[src/rtl/slp_wake_pkg.sv]
package slp_wake_pkg;
  typedef enum logic [1:0] {ST_RUN, ST_SLEEP, ST_START, ST_DEFER} slp_state_e;
  typedef enum logic [1:0] {SRC_NONE, SRC_RST, SRC_EXT, SRC_TMR} wake_src_e;
  localparam logic [1:0] MODE_PDOWN = 2'b10;
  localparam logic [1:0] MODE_PSAVE = 2'b11;
endpackage

[src/rtl/slp_lvl_qual.sv]
// Counts consecutive high samples of a level taken on slow ticks while armed.
module slp_lvl_qual #(
  parameter int unsigned NEED = 2
) (
  input  logic clk,
  input  logic rst_n,
  input  logic arm,
  input  logic lvl,
  input  logic tick,
  output logic hit
);
  localparam int unsigned CW = $clog2(NEED + 1);
  localparam logic [CW-1:0] LAST = CW'(NEED - 1);
  localparam logic [CW-1:0] FULL = CW'(NEED);

  logic [CW-1:0] run_q;

  always_ff @(posedge clk or negedge rst_n) begin
    if (!rst_n) begin
      run_q <= '0;
    end else if (!arm) begin
      run_q <= '0;
    end else if (tick) begin
      if (!lvl)              run_q <= '0;
      else if (run_q != FULL) run_q <= run_q + 1'b1;
    end
  end

  assign hit = arm && tick && lvl && (run_q >= LAST);
endmodule

[src/rtl/slp_dly_cnt.sv]
// Loadable down-counter; 'last' flags the final cycle of a phase.
module slp_dly_cnt #(
  parameter int unsigned W = 8
) (
  input  logic         clk,
  input  logic         rst_n,
  input  logic         load,
  input  logic [W-1:0] load_val,
  output logic         last
);
  localparam logic [W-1:0] ONE = W'(1);
  logic [W-1:0] cnt_q;

  always_ff @(posedge clk or negedge rst_n) begin
    if (!rst_n)           cnt_q <= '0;
    else if (load)        cnt_q <= load_val;
    else if (cnt_q > ONE) cnt_q <= cnt_q - ONE;
  end

  assign last = (cnt_q <= ONE);
endmodule

[src/rtl/slp_wake_arb.sv]
// Wake source decode and priority: reset, then level, then timer events.
module slp_wake_arb
  import slp_wake_pkg::*;
#(
  parameter int unsigned NTMR = 2
) (
  input  logic            ext_rst,
  input  logic            wdt_en,
  input  logic            wdt_rst,
  input  logic            lvl_hit,
  input  logic            psave,
  input  logic            async_on,
  input  logic [NTMR-1:0] tmr_evt,
  input  logic [NTMR-1:0] tmr_en,
  output logic            rst_hit,
  output wake_src_e       src
);
  logic [NTMR-1:0] tmr_live;

  for (genvar g = 0; g < NTMR; g++) begin : g_tmr
    assign tmr_live[g] = tmr_evt[g] && tmr_en[g];
  end

  assign rst_hit = ext_rst || (wdt_en && wdt_rst);

  always_comb begin
    if (rst_hit)                           src = SRC_RST;
    else if (lvl_hit)                      src = SRC_EXT;
    else if (psave && async_on && |tmr_live) src = SRC_TMR;
    else                                   src = SRC_NONE;
  end
endmodule

[src/rtl/slp_wake_ctrl.sv]
module slp_wake_ctrl
  import slp_wake_pkg::*;
#(
  parameter int unsigned DLY_W     = 8,
  parameter int unsigned QUAL_N    = 2,
  parameter int unsigned EXT_DEFER = 2,
  parameter int unsigned TMR_DEFER = 3
) (
  input  logic             clk,
  input  logic             rst_n,
  input  logic [1:0]       mode_sel,
  input  logic             sleep_req,
  input  logic [DLY_W-1:0] startup_len,
  input  logic             ext_rst_wake,
  input  logic             wdt_en,
  input  logic             wdt_rst,
  input  logic             ext_irq_lvl,
  input  logic             slow_tick,
  input  logic             tmr_async,
  input  logic             tmr_ovf_evt,
  input  logic             tmr_ovf_en,
  input  logic             tmr_cmp_evt,
  input  logic             tmr_cmp_en,
  output logic             clk_stop,
  output logic             cpu_run,
  output logic             ext_flag_stb,
  output logic             tmr_flag_stb,
  output logic             tmr_state_valid
);
  localparam int unsigned DEF_MAX = (EXT_DEFER > TMR_DEFER) ? EXT_DEFER : TMR_DEFER;
  localparam int unsigned DEF_W   = $clog2(DEF_MAX + 1);
  localparam int unsigned CNT_W   = (DLY_W > DEF_W) ? DLY_W : DEF_W;

  slp_state_e state_q;
  wake_src_e  src_q, arb_src, eff_src;
  logic save_q, async_q, cancel_q, ext_stb_q, tmr_stb_q, valid_q;
  logic lvl_hit, rst_hit, cnt_last, cnt_load, drop, flag_ok, go_tmr, go_defer;
  logic [CNT_W-1:0] cnt_val, defer_val;

  slp_lvl_qual #(.NEED(QUAL_N)) u_qual (
    .clk  (clk),
    .rst_n(rst_n),
    .arm  (state_q == ST_SLEEP),
    .lvl  (ext_irq_lvl),
    .tick (slow_tick),
    .hit  (lvl_hit)
  );

  slp_wake_arb #(.NTMR(2)) u_arb (
    .ext_rst (ext_rst_wake),
    .wdt_en  (wdt_en),
    .wdt_rst (wdt_rst),
    .lvl_hit (lvl_hit),
    .psave   (save_q),
    .async_on(async_q),
    .tmr_evt ({tmr_cmp_evt, tmr_ovf_evt}),
    .tmr_en  ({tmr_cmp_en, tmr_ovf_en}),
    .rst_hit (rst_hit),
    .src     (arb_src)
  );

  slp_dly_cnt #(.W(CNT_W)) u_cnt (
    .clk     (clk),
    .rst_n   (rst_n),
    .load    (cnt_load),
    .load_val(cnt_val),
    .last    (cnt_last)
  );

  always_comb begin
    eff_src   = rst_hit ? SRC_RST : src_q;
    drop      = (src_q == SRC_EXT) && !ext_irq_lvl;
    flag_ok   = (eff_src == SRC_EXT) && !cancel_q && !drop;
    go_tmr    = (eff_src == SRC_TMR);
    go_defer  = save_q && (go_tmr || flag_ok);
    defer_val = go_tmr ? CNT_W'(TMR_DEFER) : CNT_W'(EXT_DEFER);
    cnt_load  = 1'b0;
    cnt_val   = defer_val;
    if (state_q == ST_SLEEP && arb_src != SRC_NONE) begin
      cnt_load = 1'b1;
      cnt_val  = CNT_W'(startup_len);
    end else if (state_q == ST_START && cnt_last && go_defer) begin
      cnt_load = 1'b1;
    end
  end

  always_ff @(posedge clk or negedge rst_n) begin
    if (!rst_n) begin
      state_q   <= ST_RUN;
      src_q     <= SRC_NONE;
      save_q    <= 1'b0;
      async_q   <= 1'b0;
      cancel_q  <= 1'b0;
      ext_stb_q <= 1'b0;
      tmr_stb_q <= 1'b0;
      valid_q   <= 1'b1;
    end else begin
      ext_stb_q <= 1'b0;
      tmr_stb_q <= 1'b0;
      unique case (state_q)
        ST_RUN: begin
          if (sleep_req && (mode_sel == MODE_PDOWN || mode_sel == MODE_PSAVE)) begin
            state_q <= ST_SLEEP;
            save_q  <= (mode_sel == MODE_PSAVE);
            async_q <= tmr_async;
          end
        end
        ST_SLEEP: begin
          if (arb_src != SRC_NONE) begin
            state_q  <= ST_START;
            src_q    <= arb_src;
            cancel_q <= 1'b0;
          end
        end
        ST_START: begin
          if (rst_hit) src_q <= SRC_RST;
          if (drop)    cancel_q <= 1'b1;
          if (cnt_last) begin
            if (eff_src == SRC_RST)   valid_q <= 1'b1;
            else if (save_q && !async_q) valid_q <= 1'b0;
            if (go_defer) begin
              state_q <= ST_DEFER;
            end else begin
              state_q   <= ST_RUN;
              ext_stb_q <= flag_ok;
            end
          end
        end
        ST_DEFER: begin
          if (cnt_last) begin
            state_q <= ST_RUN;
            if (src_q == SRC_TMR) tmr_stb_q <= 1'b1;
            else                  ext_stb_q <= 1'b1;
          end
        end
        default: state_q <= ST_RUN;
      endcase
    end
  end

  assign clk_stop        = (state_q == ST_SLEEP) || (state_q == ST_START);
  assign cpu_run         = !clk_stop;
  assign ext_flag_stb    = ext_stb_q;
  assign tmr_flag_stb    = tmr_stb_q;
  assign tmr_state_valid = valid_q;
endmodule

[config.mk]
export PLATFORM = sky130hd
export DESIGN_NAME = slp_wake_ctrl
export DESIGN_NICKNAME = d
export VERILOG_FILES = /design/src/rtl/slp_wake_pkg.sv /design/src/rtl/slp_lvl_qual.sv /design/src/rtl/slp_dly_cnt.sv /design/src/rtl/slp_wake_arb.sv /design/src/rtl/slp_wake_ctrl.sv
export SDC_FILE = /design/constraint.sdc
export NUM_CORES = 1
export LEC_CHECK = 0
export ABC_CLOCK_PERIOD_IN_PS = 1750
export BUFFER_PORTS_ARGS = -buffer_cell sky130_fd_sc_hd__buf_2
export CORE_MARGIN = 3
export CORE_UTILIZATION = 43
export DETAILED_ROUTE_END_ITERATION = 6
export GPL_TIMING_DRIVEN = 0
export PLACE_DENSITY = 0.77
export SETUP_SLACK_MARGIN = 0.5
export SLEW_MARGIN = 20
export SYNTH_ARGS = -nofsm -noshare
export SYNTH_HDL_FRONTEND = slang
export SYNTH_SLANG_ARGS = --single-unit
[constraint.sdc]
create_clock -name clk -period 1.75 [get_ports clk]
set_input_delay 0.35 -clock clk [delete_from_list [all_inputs] [get_ports clk]]
set_output_delay 0.35 -clock clk [all_outputs]
set_load 0.005 [all_outputs]
## Word level (Yosys, flattened, before mapping)

Index checks and enable logic that the tools add are counted.

| operators by class | value |
|---|---|
| add/subtract/negate cells | 2 |
| $lt $le $gt $ge | 3 |
| eq/ne operators | 18 |
| multiplexer cells | 35 |
| reductions and logical operators | 38 |

Operators with widths:

| cell | count |
|---|---|
| two-way mux 2 bit | 14 |
| two-way mux 8 bit | 3 |
| logical AND 1 bit | 17 |
| == test 2 bit, second input constant | 8 |
| two-way mux 1 bit | 14 |
| != test 2 bit, second input constant | 7 |
| greater-than comparator 8 x 1 -> 1 bit, second input constant | 1 |
| <= comparator 8 x 1 -> 1 bit, second input constant | 1 |
| case mux 2 bit (4 select lines) | 1 |
| nonzero test 2 bit | 4 |
| subtractor 8 x 1 -> 8 bit, second input constant | 1 |
| AND reduction 2 bit | 3 |
| AND reduction 3 bit | 2 |
| logical NOT 1 bit | 5 |
| == test 2 x 1 -> 1 bit, second input constant | 2 |
| logical OR 1 bit | 4 |
| case mux 1 bit (2 select lines) | 2 |
| case mux 2 bit (2 select lines) | 1 |
| AND reduction 4 bit | 1 |
| != test 3 bit, second input constant | 1 |
| adder 2 x 1 -> 2 bit, second input constant | 1 |
| >= comparator 2 x 1 -> 1 bit, second input constant | 1 |
| logical NOT 2 bit | 1 |
| OR reduction 2 bit | 1 |

| storage, ports and cells | value |
|---|---|
| register bits | 20 |
| output and inout bits | 5 |

## Depth between registers and ports, before layout

Gate-level depths: netlist (run 1).

| depth | value |
|---|---|
| depth in word-level cells | 12 |
| gate-level depth with buffers | 7 |

## Modules after synthesis

A second synthesis (run 1) with hierarchy kept.

| second synthesis, totals | value |
|---|---|
| cells, all modules | 146 |
| area total of the unflattened synthesis | 1378.8 µm² |

Modules (own cells, without submodules):

| module | instances | cells each | area each (µm²) | sequential area each (µm²) |
|---|---|---|---|---|
| slp_wake_ctrl | 1 | 69 | 673.1 | 251.5 |
| slp_dly_cnt | 1 | 53 | 499.2 | 200.2 |
| slp_lvl_qual | 1 | 17 | 155.1 | 50.0 |
| slp_wake_arb | 1 | 7 | 51.3 | 0.0 |

## Worst setup path after synthesis (run 1)

No wires, ideal clock.

| path | value |
|---|---|
| path kind | register -> register |
| start point | reg state_q[0] |
| end point | reg u_cnt.cnt_q[0] |
| library setup time | 120 ps |
| arrival | 1676 ps |
| required time | 1630 ps |
| slack | -46 ps |
| cell stages (with the launch flop) | 8 |
| buffers on the path | 1 |
| period minus slack after synthesis | 1796 ps |
| cell sequence | dfrtp_1 > inv_1 > ha_1 > buf_2 > nand3_1 > or4_1 > a21o_1 > a31o_2 |

| on the way | value |
|---|---|
| cells in the longest elaborated chain, start to end | 10 |
| elaborated cells between the ends (all ways) | 16 |

RTL lines:

| item | line | source |
|---|---|---|
| from (decl) | slp_wake_ctrl.sv:34 | `slp_state_e state_q;` |
| from (signal assigned) | slp_wake_ctrl.sv:89 | `state_q <= ST_RUN;` |
| from (signal assigned) | slp_wake_ctrl.sv:103 | `state_q <= ST_SLEEP;` |
| from (signal assigned) | slp_wake_ctrl.sv:110 | `state_q <= ST_START;` |
| == test 2 x 1 -> 1 bit | slp_wake_ctrl.sv:43, slp_wake_ctrl.sv:79 |  |
| logical AND 1 bit (3 in series) | slp_lvl_qual.sv:29 | `assign hit = arm && tick && lvl && (run_q >= LAST);` |
| two-way mux 2 bit | slp_wake_arb.sv:28 | `else if (lvl_hit) src = SRC_EXT;` |
| two-way mux 2 bit | slp_wake_arb.sv:27 | `if (rst_hit) src = SRC_RST;` |
| nonzero test 2 bit | slp_wake_ctrl.sv:79 | `if (state_q == ST_SLEEP && arb_src != SRC_NONE) begin` |
| logical AND 1 bit | slp_wake_ctrl.sv:79 |  |
| two-way mux 8 bit / two-way mux 1 bit (equally long branches) | slp_wake_ctrl.sv:79 |  |
| two-way mux 8 bit / nonzero test 2 bit (equally long branches) | -- |  |
| to (signal assigned) | slp_dly_cnt.sv:16 | `else if (load) cnt_q <= load_val;` |
| to (signal assigned) | slp_dly_cnt.sv:17 | `else if (cnt_q > ONE) cnt_q <= cnt_q - ONE;` |
| to (decl) | slp_dly_cnt.sv:12 | `logic [W-1:0] cnt_q;` |

Parallel ways exist; a longest one is shown, timed or not.
A chain may end at the register's enable or synchronous reset.

## Worst setup path in the final report (run 1)

| path | value |
|---|---|
| start point | reg save_q |
| end point | reg u_cnt.cnt_q[2] |

| on the way | value |
|---|---|
| cells in the longest elaborated chain, start to end | 9 |
| elaborated cells between the ends (all ways) | 14 |

RTL lines:

| item | line | source |
|---|---|---|
| from (decl) | slp_wake_ctrl.sv:36 | `logic save_q, async_q, cancel_q, ext_stb_q, tmr_stb_q, valid_q;` |
| from (signal assigned) | slp_wake_ctrl.sv:104 | `save_q <= (mode_sel == MODE_PSAVE);` |
| logical AND 1 bit (2 in series) | slp_wake_arb.sv:29 | `else if (psave && async_on && \|tmr_live) src = SRC_TMR;` |
| two-way mux 2 bit | slp_wake_arb.sv:29 |  |
| two-way mux 2 bit | slp_wake_arb.sv:28 |  |
| two-way mux 2 bit | slp_wake_arb.sv:27 |  |
| nonzero test 2 bit | slp_wake_ctrl.sv:79 |  |
| logical AND 1 bit | slp_wake_ctrl.sv:79 |  |
| two-way mux 8 bit / two-way mux 1 bit (equally long branches) | slp_wake_ctrl.sv:79 |  |
| two-way mux 8 bit / nonzero test 2 bit (equally long branches) | -- |  |

Parallel ways exist; a longest one is shown, timed or not.

==> key figures, run 1 <==
Yosys
  • Total number of yosys warnings: 0
  • Top cell type's share of synthesized area: 36.4%
  • Most frequent cell after synthesis: dfrtp_1
  • Area of the mapped netlist: 0.00131 mm²
  • Most frequent cells after synthesis: dfrtp_1 (19), inv_1 (14), nand2_1 (10), nor2_1 (10), o21ai_0 (10)
  • Synth area leader: dfrtp_1
  • Ys async rst share: 100%
  • Synth Register Bits: 20
  • Post-synth EDFFs: 0
  • Synth Instances: 139
  • Cell variety after synth: 42
  • Commonest register cell after synthesis: dfrtp_1
  • Synthesized Nets: between 150 and 200
  • Sequential cell area fraction in the yosys report: 38.4%
  • Avg Cell Area, Syn: about 9.4 µm²
  • Top post-synthesis cells by area: dfrtp_1 (36%), ha_1 (8.6%), mux2_2 (7.8%), inv_1 (4.0%), o21ai_0 (3.8%)

CTS
  • CTS tree: yes
  • TritonCTS buffer count: 3
  • Clock Tree Root: clkbuf_4
  • Clk slew on worst S/H paths: between 100 and 150 ps
  • Clock latency on the worst-skew pair: 320 ps
  • Max H-tree Level: 1
  • CTS Sinks: 20
  • CTS max path bufs: 2

Die
  • Chip height: 61.1 µm
  • Initial core utilization: a little under half
  • Die width: about 61 µm
  • CORE AREA: approximately 0.0028 mm²
  • Die footprint: approximately 0.0037 mm²
  • Row Count: 19
  • Io pins: 28

Timing
  • Slew Viols, Final: 0
  • Crit share post-route: 106%
  • Slew @ Worst Pin: between 400 and 500 ps
  • Final Hold Viols: 0
  • Setup TNS: -685 ps
  • Fmax: 542 MHz
  • Slew HR: between 60% and 70%
  • RSZ-0062 raised after global routing: yes
  • Worst clock skew: approximately 4.3 ps
  • Setup Viol. Count Final: 9
  • Final Worst Setup Slack: -96.3 ps
  • Post-layout min period: 1850 ps

GRT
  • Vias in the first global route: approximately 1300
  • Total grt overflow: 0
  • Initial antenna violation count: 0
  • First-pass GRT wire length: approximately 5.8 mm
  • Global-route usage over all layers: a little over a fifth
  • Largest net degree at the start of global routing: 21

Setup path
  • FF-to-FF path depth: 4
  • WS Path Type: reg -> reg
  • Worst reg2reg startpoint: save_q
  • Largest stage delay on the critical path: just over 500 ps
  • Reg-to-reg slack, setup: -100 ps
  • Crit path DAT: between 2000 and 2500 ps
  • CP startpoint kind: flop
  • Slowest-stage cell, CP: dfrtp_1
  • Crit end category: flop
  • CP Max Fanout: 8
  • Worst path required time: a little under 2000 ps
  • Cell Chain, Critical Path: nand2_1 -> o211ai_1 -> nand2_2 -> mux2_4
  • Worst r2r dst: u_cnt.cnt_q[2]

Route
  • Vias: between 1000 and 1500
  • Initial DRC count: between 100 and 150
  • Max layer used: met4
  • DRT antenna net count: 0
  • Met3 Wirelength: between 200 and 300 µm
  • Met1 wire length: ~1.6 mm
  • Routed WL per cell: around 18 µm
  • Drt pass-1 iters: 4
  • Drt drc: 0
  • Drt total wl: ~4.0 mm
  • Met2 routed WL: a little over 2 mm
  • Routed vias/inst: between 5 and 6

Power and ir drop
  • Peak supply drop: roughly 1200 µV
  • Leak: around 0.00092 µW
  • Cell area power density: about 1600 mW/mm²
  • Overall Power: 3250 µW

Cells and area
  • Layout cells sized above 1: around half
  • Final std cells w/o fill: 228
  • # nets final: between 200 and 250
  • N_diodes: 0
  • Layout area overhead: 53.3%

Status
  • Failing checks: negative setup slack
  • Outcome: complete, but fails checks

Placement
  • Port Buf Inserts: 27
  • HPWL after detailed placement: 2.17 mm
  • Placed insts: 197
  • Post-Place Setup Slack: -147 ps
  • RePlAce Congestion: 0.895

Min path
  • Hold endpoint: async_q
  • Hold depth: 2
  • Hold Crit Start: tmr_async
  • Type of the tightest min-delay check: in -> reg

Run
  • Max cap viols: 0
-- report_power, final --
part / internal [µW] / switching (µW)
Clock: 127 / 161
Combinational: 1160 / 874
Sequential: 654 / 270
Total: 1940 / 1310
-- final cells by class --
cell class	count	area, µm²
multi-input cells	103	932
fillers	191	827
flip-flops and latches	20	503
inverters	14	55.1
repair buffers	54	410
well taps	31	38.8
clock buffers	4	36.3
plain buffers	2	26.3
-- layout by cell type (no fill, tap or decap), types with 3 or more instances in the layout --
master	netlist	routed
inv_1	14	7
buf_6	0	13
inv_2	0	6
a2bb2oi_1	3	3
nor2_1	10	10
clkbuf_4	0	3
a21oi_1	6	5
nand2_1	10	9
o21ai_0	10	6
dfrtp_1	19	18
buf_2	2	24
buf_4	0	16
o211ai_1	3	3
ha_4	0	7
a31oi_1	3	3
mux2_4	0	8
-- worst max path at each step --
| stage | startpoint | cells past startpoint | endpoint |
|---|---|---|---|
| after detailed placement | state_q[1] | 6 | u_cnt.cnt_q[2] |
| final | save_q | 4 | u_cnt.cnt_q[2] |
| after CTS | state_q[1] | 7 | u_cnt.cnt_q[0] |
| after floorplan | state_q[0] | 7 | u_cnt.cnt_q[0] |
| after global placement | state_q[1] | 6 | u_cnt.cnt_q[2] |
| after global routing | save_q | 4 | u_cnt.cnt_q[2] |
-- metrics by stage --
stage,cell area (µm²),hold WS [ps],utilization (%)
after detailed placement,1530,329,54.1
after global placement,1530,336,54.1
final,2000,250,70.8
after CTS,1870,257,65.9
after floorplan,1360,54.4,-
after global routing,2000,234,70.8
-- what timing repair did --
| item | CTS | global route |
|---|---|---|
| hold buffers | 1 | 0 |
| pin swaps | 17 | 14 |
| cloned | 0 | 1 |
| gates resized for setup | 34 | 17 |
| buffers inserted | 19 | 6 |
| hold endpoints to repair | 19 | 0 |
| endpoints found under the setup margin | 22 | 23 |
-- flip-flops by register name (all words and copies together), names as in the netlist --
register / cells
u_cnt.cnt_q: 8
src_q: 2
state_q: 2
u_qual.run_q: 2
async_q: 1
cancel_q: 1
ext_flag_stb: 1
save_q: 1
tmr_flag_stb: 1
tmr_state_valid: 1
-- worst max-delay path, delay by kind of cell, from the launching register on --
kind             cells  cell delay, ps
AO/OA/AOI/OAI        1             410
AND/OR/NAND/NOR      2             460
flip-flops           1             510
multiplexers         1             360
-- layer usage --
metal | vias to the layer above | track usage, %
met5 | - | 0
met4 | 0 | 12.1
met3 | 13 | 3.77
met2 | 64 | 37.2
met1 | 645 | 24.6
li1 | 623 | -
-- kinds of logic (layout without fill, tap and decap cells) --
group / after synthesis / count (layout) / share of synthesized area [%]
compound gates: 40 / 40 / 20.9
buf+inv: 16 / 74 / 4.79
mux: 11 / 11 / 9.29
fa+ha+maj: 9 / 9 / 8.62
simple gates: 42 / 42 / 17.3
xor+xnor: 1 / 1 / 0.671
flops: 20 / 20 / 38.4
(Power assumes the default switching activity.)
==> run 2, diff against run 1 <==
CTS_BUF_LIST = sky130_fd_sc_hd__clkbuf_16   (was unset)
PLACE_DENSITY = 0.76   (was 0.77)
SYNTH_HIERARCHICAL = 1   (was unset)
==> key figures, run 2 <==
Route
  • Routed vias/inst: 5.54 (-6.2%)
  • DRT antenna net count: 0 (unchanged)
  • Routed WL per cell: 15.6 µm (-12%)
  • Drt pass-1 iters: 5 (+1)
  • Drt total wl: 3.87 mm (-4.0%)
  • Vias: 1373 (+2.1%)
  • Initial DRC count: 57 (-52%)
  • Drt drc: 0 (unchanged)

Timing
  • Final Worst Setup Slack: -377 ps (-281 ps)
  • Slew HR: 68.7% (-0.67 points)
  • Slew Viols, Final: 0 (unchanged)
  • Worst clock skew: 8.54 ps (+4.22 ps)
  • Setup Viol. Count Final: 13 (+4)
  • Fmax: 470 MHz (-13%)
  • Slew @ Worst Pin: 470 ps (+10.1 ps)
  • Crit share post-route: 122% (+16 points)
  • Post-layout min period: 2130 ps (+281 ps)
  • RSZ-0062 raised after global routing: yes
  • Final Hold Viols: 0 (unchanged)

Cells and area
  • Most frequent cells in the layout: buf_2 (25), buf_4 (21), dfrtp_1 (18), inv_1 (11), buf_6 (11)
  • Layout cells sized above 1: 52.9% (+1.1 points)
  • Final std cells w/o fill: 248 (+8.8%)
  • Commonest non-fill, non-tap cell in the layout: buf_2
  • Top reg by flops: u_cnt/cnt_q
  • Post-Layout Inst Area: 0.00216 mm² (+7.9%)
  • N_diodes: 0 (unchanged)
  • Layout area overhead: 56.6%
  • # nets final: 239 (+3.9%)
  • Max FFs per register: 8 (unchanged)

Yosys
  • Total number of yosys warnings: 6 (+6)
  • Cell variety after synth: 52 (+24%)
  • Synth area leader: dfrtp_1
  • Top post-synthesis cells by area: dfrtp_1 (34%), ha_1 (8.2%), inv_1 (4.6%), nand2_1 (3.0%), mux2i_1 (2.9%)
  • Most frequent cells after synthesis: dfrtp_1 (19), inv_1 (17), nand2_1 (11)
  • Post-synth EDFFs: 0 (unchanged)
  • Synth Register Bits: 20 (unchanged)
  • Commonest register cell after synthesis: dfrtp_1
  • Avg Cell Area, Syn: 9.44 µm² (+0.49%)
  • Synth Instances: 146 (+5.0%)
  • Area of the mapped netlist: 0.00138 mm² (+5.6%)
  • Ys async rst share: 100% (unchanged)
  • Most frequent cell after synthesis: dfrtp_1
  • Top cell type's share of synthesized area: 34.5% (-1.9 points)
  • Sequential cell area fraction in the yosys report: 36.4% (-2.0 points)
  • Synthesized Nets: 178 (+4.1%)

CTS
  • CTS Sinks: 20 (unchanged)
  • Max H-tree Level: 1 (unchanged)
  • TritonCTS buffer count: 3 (unchanged)
  • Hold_buf cts: 0 (-1)
  • Clock Tree Root: clkbuf_16
  • Clk slew on worst S/H paths: 60 ps (-60 ps)
  • Clock latency on the worst-skew pair: 260 ps (-60 ps)
  • CTS max path bufs: 2 (unchanged)
  • CTS tree: yes

Die
  • Initial core utilization: 47.5% (+1.4 points)
  • Die width: 62.6 µm (+2.5%)
  • CORE AREA: 0.00290 mm² (+2.5%)
  • Die footprint: 0.00392 mm² (+5.0%)
  • Chip height: 62.6 µm (+2.5%)
  • Io pins: 28 (unchanged)
  • Row Count: 19 (unchanged)

Power and ir drop
  • Clock network power share: 17.6% (+8.7 points)
  • Leak: 0.000956 µW (+3.6%)
  • Sw Ratio: 38.3% (-1.9 points)
  • Cell area power density: 1670 mW/mm² (+2.9%)
  • Peak supply drop: 942 µV (-23%)
  • Internal: 2230 µW (+15%)
  • Reg power frac: 23.4% (-5.1 points)
  • Sw power: 1380 µW (+5.7%)
  • Combinational power share: 59.0% (-3.6 points)

GRT
  • Vias in the first global route: 1417 (+11%)
  • Largest net degree at the start of global routing: 21 (unchanged)
  • Initial antenna violation count: 0 (unchanged)
  • Total grt overflow: 0 (unchanged)
  • First-pass GRT wire length: 6.30 mm (+7.9%)
  • Global-route usage over all layers: 19.9% (-1.5 points)

Status
  • Failing checks: negative setup slack
  • Outcome: complete, but fails checks

Placement
  • Post-Place Setup Slack: -777 ps (-630 ps)
  • HPWL after detailed placement: 2.30 mm (+5.9%)
  • Port Buf Inserts: 27 (unchanged)
  • DP Area: 0.00163 mm² (+6.1%)
  • RePlAce Congestion: 0.918 (+2.6%)
  • Placed insts: 215 (+9.1%)

Min path
  • Type of the tightest min-delay check: in -> async

Setup path
  • CP Max Fanout: 5 (-3)
  • Critical path's most frequent cell: inv_2
  • Largest stage delay on the critical path: 410 ps (-100 ps)
  • Cell Chain, Critical Path: inv_2 -> ha_4 -> inv_4 -> nor3_4 -> nand3b_1 -> o21bai_2 -> o21a_4 -> o21bai_4 -> inv_2 -> nor2_1 -> a311oi_2
  • Worst path required time: 1900 ps (-70 ps)
  • Crit end category: flop
  • WS Path Type: reg -> reg
  • CP startpoint kind: flop
  • Crit path DAT: 2280 ps (+220 ps)
  • CP bufs+invs: 3 (+3)
  • CP top delay family: compound AO/OA/AOI/OAI gates
  • Slowest-stage cell, CP: dfrtp_1

Run
  • Max cap viols: 0 (unchanged)
run 2: cell count changes in the layout (fill, tap and decap cells not counted), moves of 3 or more:
cell | before | now
nand2_2 | 1 | 4
mux2_4 | 8 | 1
buf_4 | 16 | 21
nor3_4 | 0 | 3
o211ai_1 | 3 | 0
and2_1 | 1 | 6
o21ai_0 | 6 | 0
nor2_1 | 10 | 4
clkbuf_4 | 3 | 0
a2bb2oi_1 | 3 | 0
inv_1 | 7 | 11
run 2: path summary, 6_finish.rpt:
| check | depth (start not counted) | startpoint | slack (ps) | endpoint |
|---|---|---|---|---|
| worst max-delay path | 11 | state_q[1] | -380 | u_cnt/cnt_q[1] |
| worst min register to register | 1 | tmr_state_valid | 580 | tmr_state_valid |
| worst min-delay path | 1 | rst_n | 40 | u_cnt/cnt_q[4] |
| min in group clk | 2 | mode_sel[0] | 330 | save_q |
| max in group asynchronous | 1 | rst_n | 1360 | tmr_state_valid |
| worst max register to register | 11 | state_q[1] | -380 | u_cnt/cnt_q[1] |
run 2: what timing repair did:
item | CTS | global route
setup buffers | 24 | 5
pin swaps | 10 | 6
resized for setup | 29 | 24
endpoints found under the setup margin | 20 | 23
run 2: worst register-to-register path, cell delays in order (launching register included):
cell,delay [ps]
dfrtp_1,410
inv_2,100
ha_4,150
inv_4,40
nor3_4,160
nand3b_1,150
o21bai_2,90
o21a_4,230
o21bai_4,200
inv_2,130
nor2_1,80
a311oi_2,280
run 2: per-stage QoR:
step / TNS [ps] / hold slack (ps) / util, % / total power, µW
final: -3460 / 39.3 / 74.5 / 3610
after global routing: -4450 / 73.0 / 74.5 / 3820
after CTS: -2880 / 55.9 / 70.4 / 3310
after detailed placement: -6130 / 330 / 56.0 / 2110
after global placement: -5280 / 328 / 56.0 / 2040
after floorplan: -2660 / 54.4 / - / 1790
run 2: routing by layer:
| layer | global-route usage, % | up-vias | wire length, µm |
|---|---|---|---|
| met4 | 5.79 | 0 | 67 |
| met1 | 20.9 | 669 | 1530 |
| li1 | - | 646 | - |
| met5 | 0 | - | 0 |
| met3 | 4.86 | 11 | 181 |
| met2 | 38.6 | 47 | 2090 |
run 2: cell families (layout without fill, tap and decap cells):
| group | count (synthesis) | count (layout) | synth area share, % |
|---|---|---|---|
| AND/OR/NAND/NOR | 46 | 46 | 19.7 |
| AO/OA/AOI/OAI | 43 | 43 | 24.4 |
| flip-flops | 20 | 20 | 36.4 |
| buffers and inverters | 20 | 80 | 5.53 |
| adder cells (fa/ha/maj) | 9 | 9 | 8.17 |
| multiplexers | 6 | 6 | 4.54 |
| XOR/XNOR | 2 | 2 | 1.27 |
run 2: power by group through the flow:
stage | registers (µW) | clock network [µW] | logic (µW)
floorplan | 801 | 0 | 991
global placement | 834 | 0 | 1210
detailed placement | 845 | 0 | 1270
CTS | 826 | 642 | 1850
global route | 869 | 663 | 2290
finish | 845 | 635 | 2130
run 2: layout make-up:
| type | count | area, µm² |
|---|---|---|
| Clock buffer | 3 | 75.1 |
| Timing Repair Buffer | 56 | 399 |
| Fill cell | 205 | 741 |
| Multi-Input combinational cell | 106 | 1010 |
| Inverter | 18 | 70.1 |
| Sequential cell | 20 | 503 |
| Clock inverter | 1 | 30.0 |
| Buffer | 2 | 22.5 |
| Tap cell | 42 | 52.6 |
